### config.mk
export PLATFORM = sky130hd
export DESIGN_NAME = codec_slave_framer
export DESIGN_NICKNAME = d
export VERILOG_FILES = /design/src/rtl/codec_slave_framer.sv
export SDC_FILE = /design/constraint.sdc
export NUM_CORES = 1
export LEC_CHECK = 0
export ABC_AREA = 1
export BUFFER_PORTS_ARGS = -buffer_cell sky130_fd_sc_hd__buf_2
export CORE_MARGIN = 2
export CORE_UTILIZATION = 45
export CTS_CLUSTER_DIAMETER = 40
export DETAILED_ROUTE_END_ITERATION = 6
export GPL_TIMING_DRIVEN = 0
export PLACE_DENSITY_LB_ADDON = 0.15
export RECOVER_POWER = 50
export SLEW_MARGIN = 15
export SYNTH_ARGS = -nofsm -noshare
export SYNTH_HDL_FRONTEND = slang
export SYNTH_SLANG_ARGS = --single-unit
### constraint.sdc
create_clock -name clk -period 2.2 [get_ports clk]
set_input_delay 0.22 -clock clk [delete_from_list [all_inputs] [get_ports clk]]
set_output_delay 0.22 -clock clk [all_outputs]
set_load 0.05 [all_outputs]
### src/rtl/codec_slave_framer.sv
module codec_slave_framer #(
  parameter int TAG_BITS  = 16,
  parameter int SLOT_BITS = 20,
  parameter int AC_SLOTS  = 13
) (
  input  logic                 clk,
  input  logic                 rst_n,
  input  logic [1:0]           mode,
  input  logic [4:0]           word_bits,
  input  logic [4:0]           frame_words,
  input  logic                 bclk,
  input  logic                 fsync,
  input  logic                 sdi,
  output logic                 sdo,
  input  logic [SLOT_BITS-1:0] tx_data,
  input  logic                 tx_valid,
  output logic                 tx_ready,
  output logic [SLOT_BITS-1:0] rx_data,
  output logic                 rx_valid,
  input  logic                 rx_ready,
  output logic                 underflow,
  output logic                 overflow
);
  localparam int W  = SLOT_BITS;
  localparam int CW = $clog2(W + 1);

  logic b0, b1, b2, fs0, fs1, sd0, sd1, fs_last;
  logic active, pend, load_req, hold_full;
  logic [4:0]    slot;
  logic [CW-1:0] bidx;
  logic [W-1:0]  txsh, hold, rxsh;

  wire rise   = b1 & ~b2;
  wire fall   = ~b1 & b2;
  wire is_i2s = (mode == 2'b01);
  wire is_ac  = (mode == 2'b10);

  wire sync_ev   = is_i2s ? (fs1 ^ fs_last) : fs1;
  wire last_slot = is_ac ? (slot == 5'(AC_SLOTS - 1)) : (slot == frame_words - 5'd1);
  wire frame_end = active && (bidx == '0) && last_slot;

  wire [CW-1:0] slot_len = is_ac ? ((slot == 5'd0) ? CW'(TAG_BITS) : CW'(SLOT_BITS))
                                 : CW'(word_bits);
  wire [CW-1:0] top      = slot_len - CW'(1);
  wire [W-1:0]  nxt      = hold_full ? hold : '0;
  wire          load_now = fall && (pend || (active && load_req));
  wire [W-1:0]  rx_word  = {rxsh[W-2:0], sd1};

  assign tx_ready = ~hold_full;

  always_ff @(posedge clk or negedge rst_n) begin
    if (!rst_n) begin
      {b0, b1, b2, fs0, fs1, sd0, sd1, fs_last} <= '0;
      {active, pend, load_req, hold_full} <= '0;
      slot <= '0;
      bidx <= '0;
      txsh <= '0;
      hold <= '0;
      rxsh <= '0;
      sdo <= 1'b0;
      rx_data <= '0;
      rx_valid <= 1'b0;
      underflow <= 1'b0;
      overflow <= 1'b0;
    end else begin
      b0 <= bclk;  b1 <= b0;  b2 <= b1;
      fs0 <= fsync; fs1 <= fs0;
      sd0 <= sdi;  sd1 <= sd0;

      if (tx_valid && !hold_full) begin
        hold <= tx_data;
        hold_full <= 1'b1;
      end
      if (rx_valid && rx_ready) rx_valid <= 1'b0;

      if (rise) begin
        fs_last <= fs1;
        if (active) begin
          if (bidx == '0) begin
            rx_data  <= rx_word;
            rx_valid <= 1'b1;
            rxsh     <= '0;
            if (rx_valid && !rx_ready) overflow <= 1'b1;
            if (last_slot) active <= 1'b0;
            else begin
              slot     <= slot + 5'd1;
              load_req <= 1'b1;
            end
          end else begin
            rxsh <= rx_word;
            bidx <= bidx - CW'(1);
          end
        end
        if (sync_ev && ((!active && !pend) || frame_end)) begin
          pend <= 1'b1;
          slot <= '0;
        end
      end

      if (fall) begin
        if (load_now) begin
          txsh     <= nxt;
          bidx     <= top;
          sdo      <= nxt[top];
          load_req <= 1'b0;
          if (hold_full) hold_full <= 1'b0;
          else underflow <= 1'b1;
          if (pend) begin
            active <= 1'b1;
            pend   <= 1'b0;
          end
        end else if (active) sdo <= txsh[bidx];
        else sdo <= 1'b0;
      end
    end
  end


  underflow_sticky_chk: assert property (@(posedge clk) disable iff (!rst_n)
    underflow |=> underflow);

  overflow_sticky_chk: assert property (@(posedge clk) disable iff (!rst_n)
    overflow |=> overflow);

  rx_hold_chk: assert property (@(posedge clk) disable iff (!rst_n)
    (rx_valid && !rx_ready) |=> rx_valid);

  tx_full_chk: assert property (@(posedge clk) disable iff (!rst_n)
    (tx_valid && tx_ready) |=> !tx_ready);

  sdo_edge_chk: assert property (@(posedge clk) disable iff (!rst_n)
    !fall |=> $stable(sdo));
endmodule

# After elaboration in Yosys (flattened, before gate mapping)
# Cells that the tools add are included.
[op_classes] n_addsub=4 order_cmp=2 eq_ne=5 n_mux=47 bitwise=6 n_reduce_logical=25
[op_table] cell="two-way mux 5 bit" count=10
[op_table] cell="two-way mux 1 bit" count=32
[op_table] cell="two-way mux 20 bit" count=1
[op_table] cell="two-way mux 19 bit" count=1
[op_table] cell="subtractor 5 x 1 -> 5 bit, second input constant" count=3
[op_table] cell="< comparator 5 x 6 -> 1 bit, second input constant" count=2
[op_table] cell="binary-select mux 1 bit (select 5 bit)" count=2
[op_table] cell="logical NOT 5 bit" count=2
[op_table] cell="logical AND 1 bit" count=9
[op_table] cell="AND reduction 4 bit" count=2
[op_table] cell="AND reduction 3 bit" count=2
[op_table] cell="adder 5 x 1 -> 5 bit, second input constant" count=1
[op_table] cell="== test 5 x 4 -> 1 bit, second input constant" count=1
[op_table] cell="== test 5 bit" count=1
[op_table] cell="logical NOT 1 bit" count=4
[op_table] cell="AND reduction 2 bit" count=2
[op_table] cell="nonzero test 2 bit" count=2
[op_table] cell="two-way mux 3 bit" count=1
[op_table] cell="NOT 1 bit" count=3
[op_table] cell="AND 1 bit" count=2
[op_table] cell="== test 2 x 1 -> 1 bit, second input constant" count=1
[op_table] cell="== test 2 bit, second input constant" count=1
[op_table] cell="logical OR 1 bit" count=2
[op_table] cell="inequality test 2 x 1 -> 1 bit, second input constant" count=1
[op_table] cell="bitwise XOR 1 bit" count=1
[totals] reg_bits=105 in_bits=39 word_cells=111

# Logic depth before layout (Yosys ltp)
[depth] depth_word=11 mapped_depth=15 ltp_nobuf=15

# Least setup slack after synthesis
# OpenSTA, ideal clock, no wires.
[synth_timing] path_kind="flip-flop to flip-flop" startpoint="register bidx[0]" endpoint="register rx_data[17]" setup_ns=0.127 t_arrival_ns=1.875 path_slack_ns=0.198 stages_incl_launch_ff=13 period_less_slack_ns=2.002 cell_sequence="dfrtp_1 buf_2 inv_1 buf_4 ha_1 inv_1 nor3_1 nand2_1 nor2_2 inv_2 clkbuf_1 nand2_1 o21ai_0"
[synth_via] elab_chain_len=2
[synth_rtl] element="start: declaration" line_no="30" text="logic [CW-1:0] bidx;"
[synth_rtl] element="start signal: assignment" line_no="91" text="bidx <= bidx - CW'(1);"
[synth_rtl] element="start signal: assignment" line_no="103" text="bidx <= top;"
[synth_rtl] element="logical NOT 5 bit" line_no="79" text="if (bidx == '0) begin"
[synth_rtl] element="AND reduction 3 bit (no line)"
[synth_rtl] element="end signal: assignment" line_no="80" text="rx_data <= rx_word;"
[synth_rtl] element="end: declaration" line_no="18" text="output logic [SLOT_BITS-1:0] rx_data,"
# Every way passes these cells.
# A chain may end at the register's enable or synchronous reset.

# Final worst setup path
[layout_timing] startpoint="register bidx[0]" endpoint="register slot[3]"
[layout_via] elab_chain_len=7 elab_cells_between_ends=10
[layout_rtl] element="logical NOT 5 bit (*)" line_no="40, 79"
[layout_rtl] element="logical AND 1 bit (2 in a row)" line_no="40" text="wire frame_end = active && (bidx == '0) && last_slot;"
[layout_rtl] element="logical OR 1 bit" line_no="94" text="if (sync_ev && ((!active && !pend) || frame_end)) begin"
[layout_rtl] element="logical AND 1 bit" line_no="94"
[layout_rtl] element="inequality test 2 x 1 -> 1 bit (no line) or nonzero test 2 bit (tied branches)"
[layout_rtl] element="AND reduction 4 bit (no line)"
[layout_rtl] element="end signal: assignment" line_no="86" text="slot <= slot + 5'd1;"
[layout_rtl] element="end: declaration" line_no="29" text="logic [4:0] slot;"
# Mark *: on every way between the ends. The rest lies on a longest branch, timed or not.

==> run summary <==
For the worst-skew pair, the clock arrives at the later sink with an insertion delay of 360 ps. The tools report the root buffer selected by CTS as sky130_fd_sc_hd__clkbuf_8. Among all cell types in the netlist, the one instantiated most often is sky130_fd_sc_hd__nand2_1.

The post-synthesis xor/xnor area fraction was 0.0144. The routed wire length per instance is 13.4 um. In the synthesized netlist, the cells that appear most often are sky130_fd_sc_hd__nand2_1 (148), sky130_fd_sc_hd__dfrtp_1 (105), sky130_fd_sc_hd__inv_1 (62). The first-pass iteration count of the detailed router was 4; the die extent in x was 108 um. The number of synthesized flops with an enable pin was 0; the via count normalized by instance count was 4.99. The via count of the first global-routing pass came out at 3832.

Traced cell by cell, the critical path runs through buf_4 -> inv_4 -> buf_6 -> ha_1 -> inv_1 -> nor3_2 -> nand2_2 -> nor2_4 -> buf_4 -> nand3_1 -> xor2_1 -> nor2_1. Number of rows created at floorplan: 38. Summed over all cells, the static leakage comes to 2.86 nW. The region available for standard cell placement spans 10700 sq um. For the maximum clock frequency, the log shows 491 MHz. The share of cells above drive strength 1 came out at 0.214.

By instance count, the cell type seen most on the critical path is sky130_fd_sc_hd__buf_4. The share of synthesized cell area in and, or, nand and nor gates was 0.192. The run finished with clean final reports. Total global routing overflow: 0. The logs give 0.185 for the part of the total power dissipated in the clock network and 551 for the number of instances in the synthesized netlist. The final route contains 3891 vias. The pin count of the biggest net entering global routing came out at 54. The wire-length estimate of the detail-placed layout is 7700 um. Registers take 2630 sq um. The run gives 11700 sq um as the floorplan die area. For the total global routing track utilization, the log shows 0.192.

The final setup skew came out at 14.9 ps. For the total count of max-transition violations in the final report, the log shows 0. Critical setup path kind: reg -> reg.

The number of nets handed over by synthesis was 595. The run gives 0.456 as the starting utilization of the core area. The worst setup path is launched from a flop.

For the count of unresolved DRC violations after routing, the log shows 0. The complex-gate fraction of the synthesized area is 0.121. The power spent charging and discharging nets was 2.49 mW; the share of total power in combinational logic was 0.373. Internal power comes to 3.91 mW. The share of the clock period used by the worst path is 0.926, and the fill cell total of the finished layout is 1065. Final hold violation count: 0. The run gives 0.119 as the worst-case headroom to the max-slew limit. The logs give 0 for the diode insertion count for antenna repair and 0.539 for the register area share after synthesis.

For this run, the number of standard cells in the final layout without fillers is 779. The number of port buffers was 63. The area of the multi-input gates is 1910 sq um. Proportion of total power due to net switching: 0.389. Multiplexer share of the synthesized area: 0.0462. Averaged over all synthesized cells, the footprint is 8.85 sq um. For the maximum clock insertion buffer count, the log shows 2. CTS saw 105 sinks. Wires add up to 10400 um.

For this run, the number of Yosys warnings is 0. IR analysis of the VDD net gives a maximum drop of 612 uV. Counting both buffers and inverters, the worst setup path holds a total of 5. The slowest stage of the critical path belongs to the cell sky130_fd_sc_hd__dfrtp_1.

Type of the worst min-delay path: in -> reg. For the number of antenna violations at the first check in global routing, the log shows 0. The clock transition at the registers of the reported paths came out at 100 ps.

In this run the remaining antenna-violating nets after routing total 0. Actual slew at the worst max-slew pin: 1320 ps. TritonCTS built the clock tree. At the placement stage, the worst setup path has a slack of -265 ps. In this run the worst path has a maximum fanout of 9. The synthesized netlist contains 31 unique library cells. For this block, the initial DRC count from the detailed router was 141. STA classifies the critical path endpoint as a flop. From synthesis to final layout, the design area changed by 16.4%.

The floorplan step set the die height to 108 um. Power comes to 6.40 mW. The kind of cell adding the most delay to the critical path was simple AND/OR/NAND/NOR gates. The first global-routing pass estimated 17700 um of wire. The leading area contributor after synthesis was sky130_fd_sc_hd__dfrtp_1. After layout, the worst setup slack is 164 ps. The delay of the slowest cell on the worst path is 370 ps, and the data required time of the worst path is 2500 ps. The congestion estimate from routability-driven global placement came to 0.856. The top cell type's share of synthesized area was 0.539; the sequential share of power was 0.442.

Sorting the synthesized cells by area gives the leading types as sky130_fd_sc_hd__dfrtp_1 (54%), sky130_fd_sc_hd__nand2_1 (11%), sky130_fd_sc_hd__o21ai_0 (5.4%). The routed design could run at a clock period as short as 2040 ps. The net count reported at finish is 678. Summing every instance area after synthesis gives 4880 sq um. Setup repair after global routing left no endpoint under its margin. Counting tap cells, the placed design contains a total of 755 instances.

For this run, the leading register cell type out of synthesis is sky130_fd_sc_hd__dfrtp_1. After synthesis, the largest family of logic cells by area is simple AND/OR/NAND/NOR gates. Buffers inserted during clock tree synthesis total 9. Worst endpoint data arrival time: 2330 ps. The number of flip-flops and latches in the synthesized netlist was 105; the deepest level of the CTS H-tree was 3. The share of flip-flops with an asynchronous set or reset was 1.00; the adder-cell share of the synthesized area was 0.0128.

The final count of negative-setup-slack endpoints is 0. The max capacitance violation total was 0. Pin placement for this block handled 64 I/O pins.

The total power per unit cell area came out at 1130 nW/um^2.
[cell usage in the layout (no fill, tap or decap), drive strengths merged]
cell / count
nand2: 153
dfrtp: 105
buf: 78
inv: 67
o21ai: 57
nand3: 31
nor2: 29
clkbuf: 22
o22ai: 20
mux2: 20
a21oi: 14
o211ai: 10
xor2: 5
ha: 5
nand4: 4
dlygate4sd3: 4
xnor2: 3
clkinvlp: 3
o21bai: 2
nor3: 2
or2: 1
o21a: 1
and2: 1
bufinv: 1
clkinv: 1
[state kept, by name, summed over array words and instances, names as in the netlist, 5 cells and up]
name     flops
bidx         5
rxsh        19
slot         5
hold        20
rx_data     20
txsh        20
[cell type report]
class	instances	share of cell area
inverters	66	0.0441
repair buffers	72	0.0688
plain buffers	22	0.0236
clock inverters	6	0.0117
flip-flops and latches	105	0.463
clock buffers	10	0.0225
well taps	140	0.0309
multi-input cells	358	0.336
[timing repair]
action	4_1_cts	5_1_grt
pin swaps	1	3
endpoints found under the setup margin	40	39
endpoints found under the hold margin	55	0
resized for setup	7	17
setup buffers	0	4
hold buffers	4	0
[power by group through the flow]
stage	logic, mW	clock network, mW	registers (mW)
after floorplan	1.47	0	3.06
after global placement	2.26	0	2.84
after detailed placement	2.32	0	2.86
after CTS	2.35	1.21	2.82
after global routing	2.70	1.30	2.90
final	2.39	1.18	2.83
[per-stage QoR]
step	utilization	hold WS, ps	cell area [sq um]	TNS (ps)
6_report	0.531	75.8	5680	0
5_1_grt	0.531	64.7	5680	0
4_1_cts	0.528	65.9	5650	0
3_5_place_dp	0.505	207	5400	-6540
3_3_place_gp	0.502	328	5370	-27520
2_1_floorplan	-	-75.6	4880	0
[final timing paths]
| path | startpoint | endpoint | slack, ps | cells past startpoint |
|---|---|---|---|---|
| setup reg to reg | bidx[0]$_DFF_PN0_ | slot[3]$_DFFE_PN0P_ | 160 | 12 |
| hold reg to reg | fs0$_DFF_PN0_ | fs1$_DFF_PN0_ | 360 | 0 |
| setup / recovery | bidx[0]$_DFF_PN0_ | slot[3]$_DFFE_PN0P_ | 160 | 12 |
| max in group asynchronous | rst_n | hold[10]$_DFFE_PN0P_ | 410 | 3 |
| hold / removal | tx_data[0] | hold[0]$_DFFE_PN0P_ | 80 | 2 |
| min in group asynchronous | rst_n | rx_data[2]$_DFFE_PN0P_ | 680 | 2 |
[routing by layer]
| metal | vias up | track usage | wire length, um |
|---|---|---|---|
| met1 | 1858 | 0.254 | 4840 |
| met5 | - | 0 | 0 |
| met4 | 0 | 0.0586 | 95 |
| met2 | 79 | 0.323 | 5080 |
| met3 | 10 | 0.0307 | 424 |
| li1 | 1944 | - | - |
[cell families (layout without fill, tap and decap cells)]
logic type               Yosys count  after routing
AO/OA/AOI/OAI                    104            104
adder cells (fa/ha/maj)            5              5
AND/OR/NAND/NOR                  221            221
multiplexers                      20             20
buffers and inverters             88            176
XOR/XNOR                           8              8
flip-flops                       105            105
(Power assumes the default switching activity.)
